==> src/rtl/acc_load_pkg.sv <==
package acc_load_pkg;

    typedef enum logic [1:0] {
        MODE_IMM = 2'b00,
        MODE_DIR = 2'b01,
        MODE_IND = 2'b10,
        MODE_BAD = 2'b11
    } load_mode_e;

    typedef enum logic [1:0] {
        ST_IDLE = 2'b00,
        ST_PTR  = 2'b01,
        ST_DATA = 2'b10
    } seq_state_e;

endpackage

==> src/rtl/ald_accum.sv <==
module ald_accum #(
    parameter int W = 8
) (
    input  logic         clk,
    input  logic         rst_n,
    input  logic         we_i,
    input  logic [W-1:0] wdata_i,
    output logic [W-1:0] acc_o
);
    logic [W-1:0] acc_d, acc_q;

    always_comb begin
        acc_d = acc_q;
        if (we_i) acc_d = wdata_i;
    end

    always_ff @(posedge clk or negedge rst_n) begin
        if (!rst_n) acc_q <= '0;
        else        acc_q <= acc_d;
    end

    assign acc_o = acc_q;

    // without a write strobe the accumulator holds
    a_r7_acc_hold: assert property (@(posedge clk) disable iff (!rst_n)
        !we_i |=> acc_q == $past(acc_q));

endmodule

==> src/rtl/ald_ctrl.sv <==
module ald_ctrl
    import acc_load_pkg::*;
#(
    parameter int W = 8
) (
    input  logic         clk,
    input  logic         rst_n,
    input  logic         start_i,
    input  logic [1:0]   mode_i,
    input  logic [W-1:0] operand_i,
    input  logic [W-1:0] mem_rdata_i,
    output logic         mem_re_o,
    output logic [W-1:0] mem_addr_o,
    output logic         acc_we_o,
    output logic [W-1:0] acc_wdata_o,
    output logic         busy_o,
    output logic         done_o,
    output logic         err_o
);
    typedef struct packed {
        seq_state_e state;
        logic       done;
        logic       err;
    } ctrl_s;

    ctrl_s      r_d, r_q;
    load_mode_e mode;
    logic       accept;

    assign mode   = load_mode_e'(mode_i);
    assign accept = start_i && (r_q.state == ST_IDLE) && !r_q.done;

    always_comb begin
        r_d         = r_q;
        r_d.done    = 1'b0;
        r_d.err     = 1'b0;
        mem_re_o    = 1'b0;
        mem_addr_o  = operand_i;
        acc_we_o    = 1'b0;
        acc_wdata_o = operand_i;
        unique case (r_q.state)
            ST_IDLE: begin
                if (accept) begin
                    unique case (mode)
                        MODE_IMM: begin
                            acc_we_o = 1'b1;
                            r_d.done = 1'b1;
                        end
                        MODE_DIR: begin
                            mem_re_o  = 1'b1;
                            r_d.state = ST_DATA;
                        end
                        MODE_IND: begin
                            mem_re_o  = 1'b1;
                            r_d.state = ST_PTR;
                        end
                        default: begin
                            r_d.done = 1'b1;
                            r_d.err  = 1'b1;
                        end
                    endcase
                end
            end
            ST_PTR: begin
                mem_re_o   = 1'b1;
                mem_addr_o = mem_rdata_i;
                r_d.state  = ST_DATA;
            end
            ST_DATA: begin
                acc_we_o    = 1'b1;
                acc_wdata_o = mem_rdata_i;
                r_d.done    = 1'b1;
                r_d.state   = ST_IDLE;
            end
            default: r_d.state = ST_IDLE;
        endcase
    end

    always_ff @(posedge clk or negedge rst_n) begin
        if (!rst_n) r_q <= '{state: ST_IDLE, done: 1'b0, err: 1'b0};
        else        r_q <= r_d;
    end

    assign busy_o = (r_q.state != ST_IDLE) || r_q.done;
    assign done_o = r_q.done;
    assign err_o  = r_q.err;

    // a strobe in the done cycle starts nothing
    a_r6_start_in_done_ignored: assert property (@(posedge clk) disable iff (!rst_n)
        (start_i && r_q.done) |-> (!mem_re_o && !acc_we_o));
    // done lasts one cycle
    a_r7_done_pulse: assert property (@(posedge clk) disable iff (!rst_n)
        r_q.done |=> !r_q.done);
    // error only together with done
    a_r4_err_with_done: assert property (@(posedge clk) disable iff (!rst_n)
        r_q.err |-> r_q.done);
    // second indirect read follows the pointer read
    a_r3_ptr_then_read: assert property (@(posedge clk) disable iff (!rst_n)
        (r_q.state == ST_PTR) |-> ($past(mem_re_o) && mem_re_o));

endmodule

==> src/rtl/acc_load_seq.sv <==
module acc_load_seq
    import acc_load_pkg::*;
#(
    parameter int W = 8
) (
    input  logic         clk,
    input  logic         rst_n,
    input  logic         start_i,
    input  logic [1:0]   mode_i,
    input  logic [W-1:0] operand_i,
    output logic         mem_re_o,
    output logic [W-1:0] mem_addr_o,
    input  logic [W-1:0] mem_rdata_i,
    output logic [W-1:0] acc_o,
    output logic         busy_o,
    output logic         done_o,
    output logic         err_o
);
    logic         acc_we;
    logic [W-1:0] acc_wdata;

    ald_ctrl #(.W(W)) u_ctrl (
        .clk         (clk),
        .rst_n       (rst_n),
        .start_i     (start_i),
        .mode_i      (mode_i),
        .operand_i   (operand_i),
        .mem_rdata_i (mem_rdata_i),
        .mem_re_o    (mem_re_o),
        .mem_addr_o  (mem_addr_o),
        .acc_we_o    (acc_we),
        .acc_wdata_o (acc_wdata),
        .busy_o      (busy_o),
        .done_o      (done_o),
        .err_o       (err_o)
    );

    ald_accum #(.W(W)) u_acc (
        .clk     (clk),
        .rst_n   (rst_n),
        .we_i    (acc_we),
        .wdata_i (acc_wdata),
        .acc_o   (acc_o)
    );

    logic go;
    assign go = start_i && !busy_o;

    // immediate loads the operand after one cycle, no read
    a_r1_imm: assert property (@(posedge clk) disable iff (!rst_n)
        (go && mode_i == MODE_IMM) |-> (!mem_re_o ##1 (done_o && acc_o == $past(operand_i))));
    // direct reads at the operand and finishes in two cycles
    a_r2_dir: assert property (@(posedge clk) disable iff (!rst_n)
        (go && mode_i == MODE_DIR) |-> ((mem_re_o && mem_addr_o == operand_i) ##1 !done_o ##1 done_o));
    // indirect finishes in three cycles
    a_r3_ind: assert property (@(posedge clk) disable iff (!rst_n)
        (go && mode_i == MODE_IND) |-> ((mem_re_o && mem_addr_o == operand_i) ##1 !done_o ##1 !done_o ##1 done_o));
    // illegal mode leaves accumulator alone and flags error
    a_r4_bad: assert property (@(posedge clk) disable iff (!rst_n)
        (go && mode_i == MODE_BAD) |-> (!mem_re_o ##1 (done_o && err_o && $stable(acc_o))));
    // busy covers the done cycle
    a_r5_busy_done: assert property (@(posedge clk) disable iff (!rst_n)
        done_o |-> busy_o);

endmodule

==> config.mk <==
export PLATFORM = sky130hd
export DESIGN_NAME = acc_load_seq
export DESIGN_NICKNAME = d
export VERILOG_FILES = /design/src/rtl/acc_load_pkg.sv /design/src/rtl/ald_accum.sv /design/src/rtl/ald_ctrl.sv /design/src/rtl/acc_load_seq.sv
export SDC_FILE = /design/constraint.sdc
export NUM_CORES = 1
export LEC_CHECK = 0
export BUFFER_PORTS_ARGS = -buffer_cell sky130_fd_sc_hd__clkbuf_2
export CAP_MARGIN = 20
export CORE_MARGIN = 1
export CORE_UTILIZATION = 45
export CTS_BUF_LIST = sky130_fd_sc_hd__clkbuf_4
export CTS_CLUSTER_DIAMETER = 80
export CTS_CLUSTER_SIZE = 8
export DETAILED_ROUTE_END_ITERATION = 10
export PLACE_DENSITY_LB_ADDON = 0.3
export SYNTH_ARGS = -nofsm -noshare
export SYNTH_HDL_FRONTEND = slang
export SYNTH_HIERARCHICAL = 1
export SYNTH_SLANG_ARGS = --single-unit
export TNS_END_PERCENT = 20
==> constraint.sdc <==
create_clock -name clk -period 1.56 [get_ports clk]
set_clock_uncertainty 0.05 [all_clocks]
set_input_delay 0.312 -clock clk [delete_from_list [all_inputs] [get_ports clk]]
set_output_delay 0.312 -clock clk [all_outputs]
set_load 0.005 [all_outputs]
* After elaboration in Yosys (flattened, before gate mapping)
Index checks and enable logic that the tools add are counted.
Operators by class: equality and inequality tests 6, mux-type cells 15, reduce and logical (&&, ||, !) cells 10
Operators by type and width (count):
- two-way mux 8 bit | 2
- one-hot mux 2 bit (2 select lines) | 2
- two-way mux 1 bit | 7
- one-hot mux 1 bit (2 select lines) | 3
- == test 2 x 1 -> 1 bit (second input constant) | 2
- == test 2 bit (second input constant) | 2
- zero test 2 bit | 2
- two-way mux 4 bit | 1
- != test 3 bit (second input constant) | 1
- OR reduction 3 bit | 1
- logical AND 1 bit | 2
- != test 2 x 1 -> 1 bit (second input constant) | 1
- AND reduction 2 bit | 1
- nonzero test 2 bit | 1
- OR reduction 2 bit | 1
- zero test 1 bit | 1
- logical OR 1 bit | 1
Storage, ports and cells: register bits 12, input port bits 21, output and inout bits 20, word-level logic and storage cells 35

* Longest topological paths before layout
Gate-level depths: netlist (run 1).
word-level depth 5, mapped depth 6

* Cells and area by module
Netlist (run 1), hierarchy kept.
By module, submodules not included:
- ald_ctrl | times used 1, cells an instance 45, area an instance 465.4 um2, sequential area each 100.1 um2
- ald_accum | times used 1, cells an instance 17, area an instance 331.6 um2, sequential area each 200.2 um2

* Least setup slack after synthesis (run 1)
OpenSTA, ideal clock, no wires.
kind reg-to-reg, start point register u_ctrl/r_q[3] (netlist bit), end point register u_acc.acc_q[0], in the netlist u_acc/acc_o[0], arrival time 1.263 ns, data required time 1.385 ns, slack 0.122 ns, cell stages (with the launch flop) 5, buffers on the path 1, clock period less this slack 1.438 ns, path through dfrtp_1 -> nor2b_1 -> buf_6 -> mux2_2 -> mux2_4
On the way: elaborated cells between the ends (all ways) 7, those cells by class eq/ne: 1; mux: 3; reduce/logical: 3
RTL lines:
- start: declaration | line ald_ctrl.sv:26 | ctrl_s r_d, r_q;
- start signal: assignment | line ald_ctrl.sv:80 | if (!rst_n) r_q <= '{state: ST_IDLE, done: 1'b0, err: 1'b0};
- start signal: assignment | line ald_ctrl.sv:81 | else r_q <= r_d;
- == test 2 bit | line ald_ctrl.sv:41 | unique case (r_q.state)
- two-way mux 8 bit | line ald_ctrl.sv:41
- via acc_wdata[0] | line acc_load_seq.sv:20 | logic [W-1:0] acc_wdata;
- end signal: assignment | line ald_accum.sv:18 | if (!rst_n) acc_q <= '0;
- end signal: assignment | line ald_accum.sv:19 | else acc_q <= acc_d;
- end: declaration | line ald_accum.sv:10 | logic [W-1:0] acc_d, acc_q;
The timed path passes the listed nets, and every way through them passes these cells. A chain may end at the register's enable or synchronous reset.

* Worst setup path after layout (run 1)
start point register u_ctrl/r_q[3] (netlist bit), end point output mem_addr_o[7]
On the way: word-level cells in the longest chain between the ends 2
RTL lines:
- == test 2 x 1 -> 1 bit | line ald_ctrl.sv:41
- two-way mux 8 bit | line ald_ctrl.sv:41
- end: declaration | line acc_load_seq.sv:12 | output logic [W-1:0] mem_addr_o,
No other way between the ends.

==> results of run 1 <==
-- worst max-delay path: stages, from the launching register on --
cell,delay [ns]
dfrtp_1,0.43
nor2b_4,0.15
buf_6,0.13
mux2_4,0.30
clkbuf_2,0.11
-- power breakdown --
part | switching, W | internal, W | leakage, nW
Sequential | 0.0000566 | 0.000400 | 0.146
Clock | 0.0000951 | 0.0000921 | 0.0154
Combinational | 0.000151 | 0.000293 | 0.455
Total | 0.000303 | 0.000785 | 0.616
-- final cells by class --
| cell class | count | area (um2) | share of cell area |
|---|---|---|---|
| Inverter | 4 | 15.0 | 0.0131 |
| Sequential cell | 12 | 302 | 0.263 |
| Timing Repair Buffer | 49 | 285 | 0.248 |
| Clock buffer | 3 | 22.5 | 0.0196 |
| Tap cell | 16 | 20.0 | 0.0174 |
| Clock inverter | 1 | 3.75 | 0.00327 |
| Multi-Input combinational cell | 43 | 500 | 0.436 |
-- sequential cells by signal (all words and copies together), names as in the netlist --
name and flops:
u_ctrl/done_o 1, u_ctrl/err_o 1, u_ctrl/r_q 2, u_acc/acc_o 8
-- metrics by stage --
step | total power, W | instance area (um2) | util | worst slack (ns)
5_1_grt | 0.00117 | 1150 | 0.729 | -0.237
4_1_cts | 0.00109 | 1130 | 0.715 | -0.203
2_1_floorplan | 0.000691 | 797 | - | 0.122
6_report | 0.00109 | 1150 | 0.729 | -0.178
3_5_place_dp | 0.000875 | 1040 | 0.657 | -0.0581
3_3_place_gp | 0.000862 | 1040 | 0.657 | 0.0246
-- how the worst max path moves through the flow --
stage	start	end	slack [ns]	depth (start not counted)
floorplan	u_ctrl/r_q[3]	u_acc/acc_o[0]	0.12	4
global placement	mode_i[0]	u_acc/acc_o[4]	0.02	7
detailed placement	mode_i[1]	u_acc/acc_o[3]	-0.06	7
CTS	u_ctrl/r_q[3]	mem_addr_o[7]	-0.20	4
global route	u_ctrl/r_q[3]	mem_addr_o[5]	-0.24	4
finish	u_ctrl/r_q[3]	mem_addr_o[7]	-0.18	4
-- layer usage --
| metal | vias up | global-route usage |
|---|---|---|
| li1 | 318 | - |
| met2 | 19 | 0.335 |
| met3 | 2 | 0.0367 |
| met5 | - | 0 |
| met4 | 0 | 0.0727 |
| met1 | 318 | 0.230 |
-- cells in the mapped netlist, drive strengths merged --
cell type,n
dfrtp,12
buf,3
mux2,24
a21oi,4
and3,2
nor2,1
nand3b,2
ha,4
nand4bb,1
nor2b,3
inv,4
or3,1
or3b,1
-- kinds of logic after synthesis --
family                     Yosys count  share of synthesized area
DFF                                 12                      0.377
muxes                               24                      0.377
adders and majority gates            4                     0.0628
buffers and inverters                7                     0.0612
AOI/OAI and AO/OA                    4                     0.0251
and+or+nand+nor                     11                     0.0973
-- what timing repair did --
item,4_1_cts,5_1_grt
endpoints found under the setup margin,9,18
hold buffers,1,0
endpoints found under the hold margin,12,0
buffers inserted,1,0
pin swaps,0,1
resized for setup,13,7
==> summary.txt, run 1 <==
Timing
  – Least-Margin Pin Slew: 0.307 ns
  – Final hold vios: 0
  – Fin crit share: 1.11
  – Setup_tns: -1.64 ns
  – FMAX: 0.575 GHz
  – Final hold slack: about 0.33 ns
  – Relative slew slack: 0.796
  – RSZ-0062 raised after global routing: true
  – Final slew viol count: 0
  – Final worst slack: -0.178 ns
  – Setup violations, final: 15
  – Min Clock Period, post-route: between 1.5 and 2 ns

Critical path
  – CP Launch Type: register
  – Reg2reg path depth: 5
  – RR Endpoint: u_acc/acc_o[0]
  – Reg2reg start: u_ctrl/r_q[2]
  – Arrival time worst endpoint: 1.38 ns
  – Crit. End Element: primary output
  – Max FO, Critical Path: 4
  – CP Data Required Time: ~1.2 ns
  – R2r setup slk: -0.03 ns
  – Setup CP Type: reg -> out

Die
  – I/O Pins: 41
  – Chip width: ~44 um
  – Starting Density: 0.506
  – Core area: 1580 um2
  – Die Span Y: 44.1 um
  – Die footprint: 1940 um2
  – Core Rows: 14

Synthesis
  – Mapped Area: 797 um2
  – Yosys top cell area share: 0.377
  – Mean Syn Cell Area: 12.9 um2
  – Largest cells by area after synthesis: dfrtp_1, mux2_2, mux2_4
  – Synth Register Bits: 12
  – Post-synth top area cell: dfrtp_1
  – Yosys warns: 6
  – Synth Net Count: 87
  – Sequential area share after synthesis: 0.377
  – Gate Count Post-Synth: 62
  – Cell variety after synth: 14

Placement
  – Post-Place Cells: 122
  – GP Congestion: 0.764
  – IO Port Bufs: 40
  – Hpwl dp: between 1 and 1.5 mm

Cells and area
  – # fillers: around 110
  – Share of cells above drive strength 1: 0.705
  – Antenna cell count: 0
  – Commonest cells after routing, fill and taps aside: clkbuf_2, mux2_4, dfrtp_1
  – Layout area overhead: 44.1%
  – Fin nets: 138
  – Finished Layout Cells: 128
  – Commonest non-fill, non-tap cell in the layout: clkbuf_2

Route
  – DRC violations left: 1
  – Initial drt markers: 7
  – DR vias/cell: 5.13
  – Routed wl met2: about 880 um
  – First drt pass iteration count: 9
  – DR top layer: met4
  – Routed length on met3: 65 um
  – DRT antenna net count: 0
  – Wire per inst: around 13 um
  – Wl on met1: about 730 um
  – Vias: 657
  – Drt total wl: 1.68 mm

Run status
  – Status: finished with violations
  – Failing checks: DRC, setup timing

Clocking
  – Clock sink count: 12
  – CTS buffer count: 3
  – Root Driver: clkbuf_4
  – Htree depth: 1
  – Clock-pin slew on the worst setup and hold paths: 0.07 ns
  – Clock Tree Buf Depth: 2
  – CTS tree: built
  – Clk Latency, worst-skew pair: between 0.2 and 0.3 ns

Global route
  – Grt total ovfl: 0
  – First-pass GRT wire length: 2.72 mm
  – Largest net degree at the start of global routing: 13
  – GRT Total Usage: 0.191
  – Vias in the first global route: 670
  – Antenna violations before repair: 0

Min path
  – Hold Crit Start: start_i
  – Worst Hold Class: in -> reg
  – Hold path endpoint: u_ctrl/r_q[3]
  – Worst Hold Path Cells: 3

Power and ir drop
  – Pwr/cell area: between 900 and 1000 nW/um2
  – VDD IR max: 0.598 mV
  – Lkg Pwr: roughly 0.6 nW

Job
  – Max-cap viol count: 0
Note: power is estimated with default switching activity, not from simulation.
==> run 2: changes to the inputs <==
--- a/config.mk
+++ b/config.mk
@@ -5,7 +5,6 @@
 export SDC_FILE = /design/constraint.sdc
 export NUM_CORES = 1
 export LEC_CHECK = 0
-export BUFFER_PORTS_ARGS = -buffer_cell sky130_fd_sc_hd__clkbuf_2
 export CAP_MARGIN = 20
 export CORE_MARGIN = 1
 export CORE_UTILIZATION = 45
@@ -13,6 +12,7 @@
 export CTS_CLUSTER_DIAMETER = 80
 export CTS_CLUSTER_SIZE = 8
 export DETAILED_ROUTE_END_ITERATION = 10
+export DONT_BUFFER_PORTS = 1
 export PLACE_DENSITY_LB_ADDON = 0.3
 export SYNTH_ARGS = -nofsm -noshare
 export SYNTH_HDL_FRONTEND = slang
==> summary.txt, run 2 (synthesis results as in run 1) <==
Min path
  – Worst Hold Class: in -> reg (unchanged)
  – Hold path endpoint: u_ctrl/r_q[3] (unchanged)
  – Worst Hold Path Cells: 2 (was 3)
  – Hold Crit Start: start_i (unchanged)

Critical path
  – Crit-path max cell delay: 0.40 ns (was 0.43 ns)
  – CP Launch Point: u_ctrl/r_q[3] (unchanged)
  – Setup CP Type: reg -> out (unchanged)
  – Arrival time worst endpoint: 1.28 ns (was 1.38 ns)
  – Sequence of cells on the critical path: nor2b_2, buf_6, mux2_4 (was nor2b_4, buf_6, mux2_4, clkbuf_2)
  – Highest-delay cell along the critical path: dfrtp_1 (unchanged)
  – R2r setup slk: 0.08 ns (was -0.03 ns)
  – Reg2reg path depth: 4 (was 5)
  – Max FO, Critical Path: 8 (was 4)
  – RR Endpoint: u_acc/acc_o[4] (was u_acc/acc_o[0])
  – Reg2reg start: u_ctrl/r_q[3] (was u_ctrl/r_q[2])
  – Crit. End Element: primary output (unchanged)
  – CP Launch Type: register (unchanged)
  – CP Data Required Time: 1.20 ns (about the same)

Global route
  – Antenna violations before repair: 0 (unchanged)
  – Vias in the first global route: 542 (was 670)
  – First-pass GRT wire length: 2.32 mm (was 2.72 mm)
  – Grt total ovfl: 0 (unchanged)
  – Largest net degree at the start of global routing: 13 (unchanged)
  – GRT Total Usage: 0.165 (was 0.191)

Die
  – Chip width: 44.1 um (unchanged)
  – Die Span Y: 44.1 um (unchanged)
  – Core area: 1580 um2 (unchanged)
  – I/O Pins: 41 (unchanged)
  – Core Rows: 14 (unchanged)
  – Die footprint: 1940 um2 (unchanged)
  – Starting Density: 0.506 (unchanged)

Clocking
  – Clock Tree Buf Depth: 2 (unchanged)
  – Clk Latency, worst-skew pair: 0.26 ns (about the same)
  – CTS tree: built (unchanged)
  – Root Driver: clkbuf_4 (unchanged)
  – Clock-pin slew on the worst setup and hold paths: 0.06 ns (was 0.07 ns)
  – Clock sink count: 12 (unchanged)
  – Htree depth: 1 (unchanged)
  – CTS buffer count: 3 (unchanged)

Route
  – DR top layer: met4 (unchanged)
  – DR vias/cell: 5.94 (was 5.13)
  – Routed length on met3: 94 um (was 65 um)
  – Vias: 517 (was 657)
  – DRT antenna net count: 0 (unchanged)
  – Initial drt markers: 10 (was 7)
  – Routed wl met2: 712 um (was 876 um)
  – DRC violations left: 4 (was 1)
  – Drt total wl: 1.46 mm (was 1.68 mm)
  – First drt pass iteration count: 7 (was 9)
  – Wl on met1: 640 um (was 726 um)
  – Wire per inst: 16.8 um (was 13.1 um)

Timing
  – Final worst slack: -0.0778 ns (was -0.178 ns)
  – Min Clock Period, post-route: 1.64 ns (was 1.74 ns)
  – Relative slew slack: 0.631 (was 0.796)
  – RSZ-0062 raised after global routing: true (unchanged)
  – FMAX: 0.611 GHz (was 0.575 GHz)
  – Fin crit share: 1.05 (was 1.11)
  – Final hold slack: 0.174 ns (was 0.329 ns)
  – Least-Margin Pin Slew: 0.551 ns (was 0.307 ns)
  – Setup violations, final: 9 (was 15)
  – Final slew viol count: 0 (unchanged)
  – Final hold vios: 0 (unchanged)

Power and ir drop
  – Lkg Pwr: 0.437 nW (was 0.616 nW)
  – VDD IR max: 0.728 mV (was 0.598 mV)
  – Overall power: 0.000949 W (was 0.00109 W)
  – Pwr/cell area: 1030 nW/um2 (was 947 nW/um2)

Cells and area
  – Post-route cell area: 920 um2 (was 1150 um2)
  – Share of cells above drive strength 1: 0.535 (was 0.705)
  – Fin util: 0.583 (was 0.729)
  – Layout area overhead: 15.4% (was 44.1%)
  – Finished Layout Cells: 87 (was 128)
  – Antenna cell count: 0 (unchanged)
  – Commonest cells after routing, fill and taps aside: mux2_4, dfrtp_1, mux2_2 (was clkbuf_2, mux2_4, dfrtp_1)
  – Flip-flop count of the largest register after layout: 8 (unchanged)
  – Fin nets: 98 (was 138)
  – Commonest non-fill, non-tap cell in the layout: mux2_4 (was clkbuf_2)

Placement
  – IO Port Bufs: 0 (was 40)
  – GP Congestion: 0.708 (was 0.764)
  – Hpwl dp: 1.09 mm (was 1.32 mm)
  – Post-Place Cells: 83 (was 122)
  – Placed Instance Area: 843 um2 (was 1040 um2)

Job
  – Max-cap viol count: 0 (unchanged)

Run status
  – Failing checks: DRC, setup timing (unchanged)
  – Status: finished with violations (unchanged)
## run 2: cell types whose count changed in the layout (fill, tap and decap cells not counted)
cell      change
dfrtp_2       -1
buf_4         +3
clkinv_1      -1
mux2_4        -2
mux2_2        +2
buf_2         -1
dfrtp_1       +1
clkbuf_2     -39
buf_6         -3
nor2b_2       +1
nor2b_4       -1
## run 2: worst max-delay path by stage
stage / end / slack, ns / cells past startpoint
finish: mem_addr_o[3] / -0.08 / 3
global route: mem_addr_o[3] / -0.13 / 3
CTS: mem_addr_o[3] / -0.11 / 3
detailed placement: u_acc/acc_o[3] / 0.04 / 6
global placement: u_acc/acc_o[3] / 0.06 / 6
floorplan: u_acc/acc_o[0] / 0.12 / 4
## run 2: critical path: cells and delay by family, from the launching register on
family,cells,cell delay (ns)
multiplexers,1,0.32
AND/OR/NAND/NOR,1,0.13
buffers and inverters,1,0.17
flip-flops,1,0.40
## run 2: layout make-up
class / instances / area (um2)
Timing Repair Buffer: 9 / 73.8
Tap cell: 16 / 20.0
Sequential cell: 12 / 300
Fill cell: 128 / 657
Inverter: 4 / 15.0
Multi-Input combinational cell: 43 / 488
Clock buffer: 3 / 22.5
## run 2: repair_timing
action                                  4_1_cts  5_1_grt
endpoints found under the setup margin        9       10
gates resized for setup                      10        2
hold buffers                                  1        0
hold endpoints to repair                     12        0
setup buffers                                 0        0
## run 2: per-layer routing
layer,vias to the layer above,global-route usage
li1,237,-
met1,257,0.202
met2,21,0.271
met3,2,0.0694
met4,0,0.0364
met5,-,0
## run 2: power by group
group / switching (W) / total, W / internal [W]
clock: 0.0000926 / 0.000182 / 0.0000891
combinational: 0.0000967 / 0.000301 / 0.000204
sequential: 0.0000672 / 0.000467 / 0.000400
total: 0.000256 / 0.000949 / 0.000693
## run 2: through the flow
step	setup TNS, ns	worst slack [ns]
floorplan	0	0.122
global placement	0	0.0564
detailed placement	0	0.0405
CTS	-0.856	-0.109
global route	-1.08	-0.132
finish	-0.611	-0.0778
==> run 3: changes to the inputs <==
--- a/config.mk
+++ b/config.mk
@@ -7,8 +7,8 @@
 export LEC_CHECK = 0
 export CAP_MARGIN = 20
 export CORE_MARGIN = 1
-export CORE_UTILIZATION = 45
-export CTS_BUF_LIST = sky130_fd_sc_hd__clkbuf_4
+export CORE_UTILIZATION = 31
+export CTS_BUF_LIST = sky130_fd_sc_hd__clkbuf_8
 export CTS_CLUSTER_DIAMETER = 80
 export CTS_CLUSTER_SIZE = 8
 export DETAILED_ROUTE_END_ITERATION = 10
==> summary.txt, run 3 (synthesis results as in run 1) <==
Min path
  – Hold Crit Start: start_i (unchanged)
  – Hold path endpoint: u_ctrl/r_q[3] (unchanged)
  – Worst Hold Class: in -> reg (unchanged)
  – Worst Hold Path Cells: 2 (unchanged)

Clocking
  – Htree depth: 1 (unchanged)
  – CTS buffer count: 3 (unchanged)
  – CTS tree: built (unchanged)
  – Clock-pin slew on the worst setup and hold paths: 0.05 ns (was 0.06 ns)
  – Clock sink count: 12 (unchanged)
  – Clk Latency, worst-skew pair: 0.23 ns (was 0.26 ns)
  – Root Driver: clkbuf_8 (was clkbuf_4)
  – Clock Tree Buf Depth: 2 (unchanged)

Die
  – Die Span Y: 52.7 um (was 44.1 um)
  – Starting Density: 0.325 (was 0.506)
  – Core area: 2450 um2 (was 1580 um2)
  – Chip width: 52.7 um (was 44.1 um)
  – I/O Pins: 41 (unchanged)
  – Die footprint: 2780 um2 (was 1940 um2)
  – Core Rows: 18 (was 14)

Cells and area
  – Commonest non-fill, non-tap cell in the layout: mux2_4 (unchanged)
  – Layout area overhead: 21.0% (was 15.4%)
  – Antenna cell count: 0 (unchanged)
  – Fin nets: 97 (was 98)
  – Post-route cell area: 965 um2 (was 920 um2)
  – Fin util: 0.393 (was 0.583)
  – Share of cells above drive strength 1: 0.529 (was 0.535)
  – Flip-flop count of the largest register after layout: 8 (unchanged)
  – Commonest cells after routing, fill and taps aside: mux2_4, dfrtp_1, mux2_2 (unchanged)

Timing
  – Fin crit share: 1.03 (was 1.05)
  – Final slew viol count: 0 (unchanged)
  – Final hold slack: 0.205 ns (was 0.174 ns)
  – Final worst slack: -0.0454 ns (was -0.0778 ns)
  – Setup violations, final: 8 (was 9)
  – Least-Margin Pin Slew: 0.540 ns (was 0.551 ns)
  – RSZ-0062 raised after global routing: true (unchanged)
  – Relative slew slack: 0.639 (was 0.631)
  – Min Clock Period, post-route: 1.61 ns (was 1.64 ns)
  – Final hold vios: 0 (unchanged)
  – FMAX: 0.623 GHz (was 0.611 GHz)

Placement
  – Dpl ws: 0.0935 ns (was 0.0405 ns)
  – Placed Instance Area: 846 um2 (was 843 um2)
  – GP Congestion: 0.675 (was 0.708)
  – Hpwl dp: 1.08 mm (was 1.09 mm)
  – IO Port Bufs: 0 (unchanged)

Critical path
  – Crit. End Element: primary output (unchanged)
  – CP Data Required Time: 1.20 ns (about the same)
  – Arrival time worst endpoint: 1.24 ns (was 1.28 ns)
  – CP Launch Type: register (unchanged)
  – R2r setup slk: 0.06 ns (was 0.08 ns)
  – Reg2reg start: u_ctrl/r_q[3] (unchanged)
  – Reg2reg path depth: 4 (unchanged)
  – RR Endpoint: u_acc/acc_o[7] (was u_acc/acc_o[4])
  – Sequence of cells on the critical path: nor2b_4, buf_8, mux2_4 (was nor2b_2, buf_6, mux2_4)
  – Max FO, Critical Path: 8 (unchanged)
  – Crit-path max cell delay: 0.41 ns (was 0.40 ns)
  – Setup CP Type: reg -> out (unchanged)
  – Highest-delay cell along the critical path: dfrtp_1 (unchanged)

Run status
  – Status: finished with violations (unchanged)
  – Failing checks: setup timing (was DRC, setup timing)

Route
  – Wire per inst: 14.2 um (was 16.8 um)
  – DR vias/cell: 5.10 (was 5.94)
  – Vias: 510 (was 517)
  – First drt pass iteration count: 2 (was 7)
  – Initial drt markers: 1 (was 10)
  – Drt total wl: 1.42 mm (was 1.46 mm)
  – DRT antenna net count: 0 (unchanged)
  – DRC violations left: 0 (was 4)

Power and ir drop
  – VDD IR max: 0.545 mV (was 0.728 mV)
  – Overall power: 0.00104 W (was 0.000949 W)
  – Pwr/cell area: 1080 nW/um2 (was 1030 nW/um2)
  – Lkg Pwr: 0.443 nW (was 0.437 nW)

Global route
  – Largest net degree at the start of global routing: 13 (unchanged)
  – Vias in the first global route: 527 (was 542)
  – Met1 GRT Util: 0.121 (was 0.202)
  – Antenna violations before repair: 0 (unchanged)
  – Grt total ovfl: 0 (unchanged)
  – Most Crowded Layer GR: met2 (unchanged)
  – Grt met3 use: 0.0261 (was 0.0694)
  – First-pass GRT wire length: 2.17 mm (was 2.32 mm)
  – GRT Total Usage: 0.108 (was 0.165)
  – Met2 usage: 0.190 (was 0.271)

Job
  – Max-cap viol count: 0 (unchanged)
==> run 3: cell count changes in the layout (fill, tap and decap cells not counted) <==
cell	change
nor2b_4	+1
buf_8	+1
clkbuf_8	+3
buf_4	-3
clkbuf_4	-3
nor2b_2	-1
buf_6	+1
==> run 3: stage by stage <==
step / instances / TNS, ns
2_1_floorplan: 62 / 0
3_3_place_gp: 95 / 0
3_5_place_dp: 95 / 0
4_1_cts: 100 / -0.397
5_1_grt: 100 / -0.662
6_report: 100 / -0.347
==> run 3: power by group <==
| part | internal (W) | leakage, nW | switching, W |
|---|---|---|---|
| clock | 0.000169 | 0.0216 | 0.0000997 |
| combinational | 0.000205 | 0.275 | 0.0000960 |
| sequential | 0.000401 | 0.147 | 0.0000680 |
==> run 3: worst max-delay path, delay by kind of cell, from the launching register on <==
| family | cells | cell delay (ns) |
|---|---|---|
| buffers and inverters | 1 | 0.15 |
| and+or+nand+nor | 1 | 0.13 |
| DFF | 1 | 0.41 |
| muxes | 1 | 0.31 |
==> run 3: how the worst max path moves through the flow <==
stage / from / to / slack [ns] / depth (start not counted)
floorplan: u_ctrl/r_q[3] / u_acc/acc_o[0] / 0.12 / 4
global placement: mode_i[0] / u_acc/acc_o[1] / 0.1 / 6
detailed placement: mode_i[1] / u_acc/acc_o[3] / 0.09 / 6
CTS: u_ctrl/r_q[3] / mem_addr_o[2] / -0.05 / 3
global route: u_ctrl/r_q[3] / mem_addr_o[6] / -0.09 / 3
finish: u_ctrl/r_q[3] / mem_addr_o[2] / -0.05 / 3
==> run 3: what timing repair did <==
item	4_1_cts	5_1_grt
setup endpoints to repair	9	16
endpoints found under the hold margin	12	0
hold buffers	1	0
setup buffers	1	0
gates resized for setup	14	2
==> run 3: layer usage <==
layer | wire [um] | part of all wire
met1 | 585 | 0.41
met2 | 712 | 0.50
met3 | 119 | 0.084
met4 | 0 | 0
met5 | 0 | 0
==> run 3: final cells by class <==
| cell class | instances | area, um2 |
|---|---|---|
| fill | 240 | 1490 |
| multi-input combinational | 43 | 493 |
| sequential | 12 | 300 |
| timing repair buffer | 8 | 77.6 |
| clock buffer | 3 | 41.3 |
| tap | 30 | 37.5 |
| inverter | 4 | 15.0 |
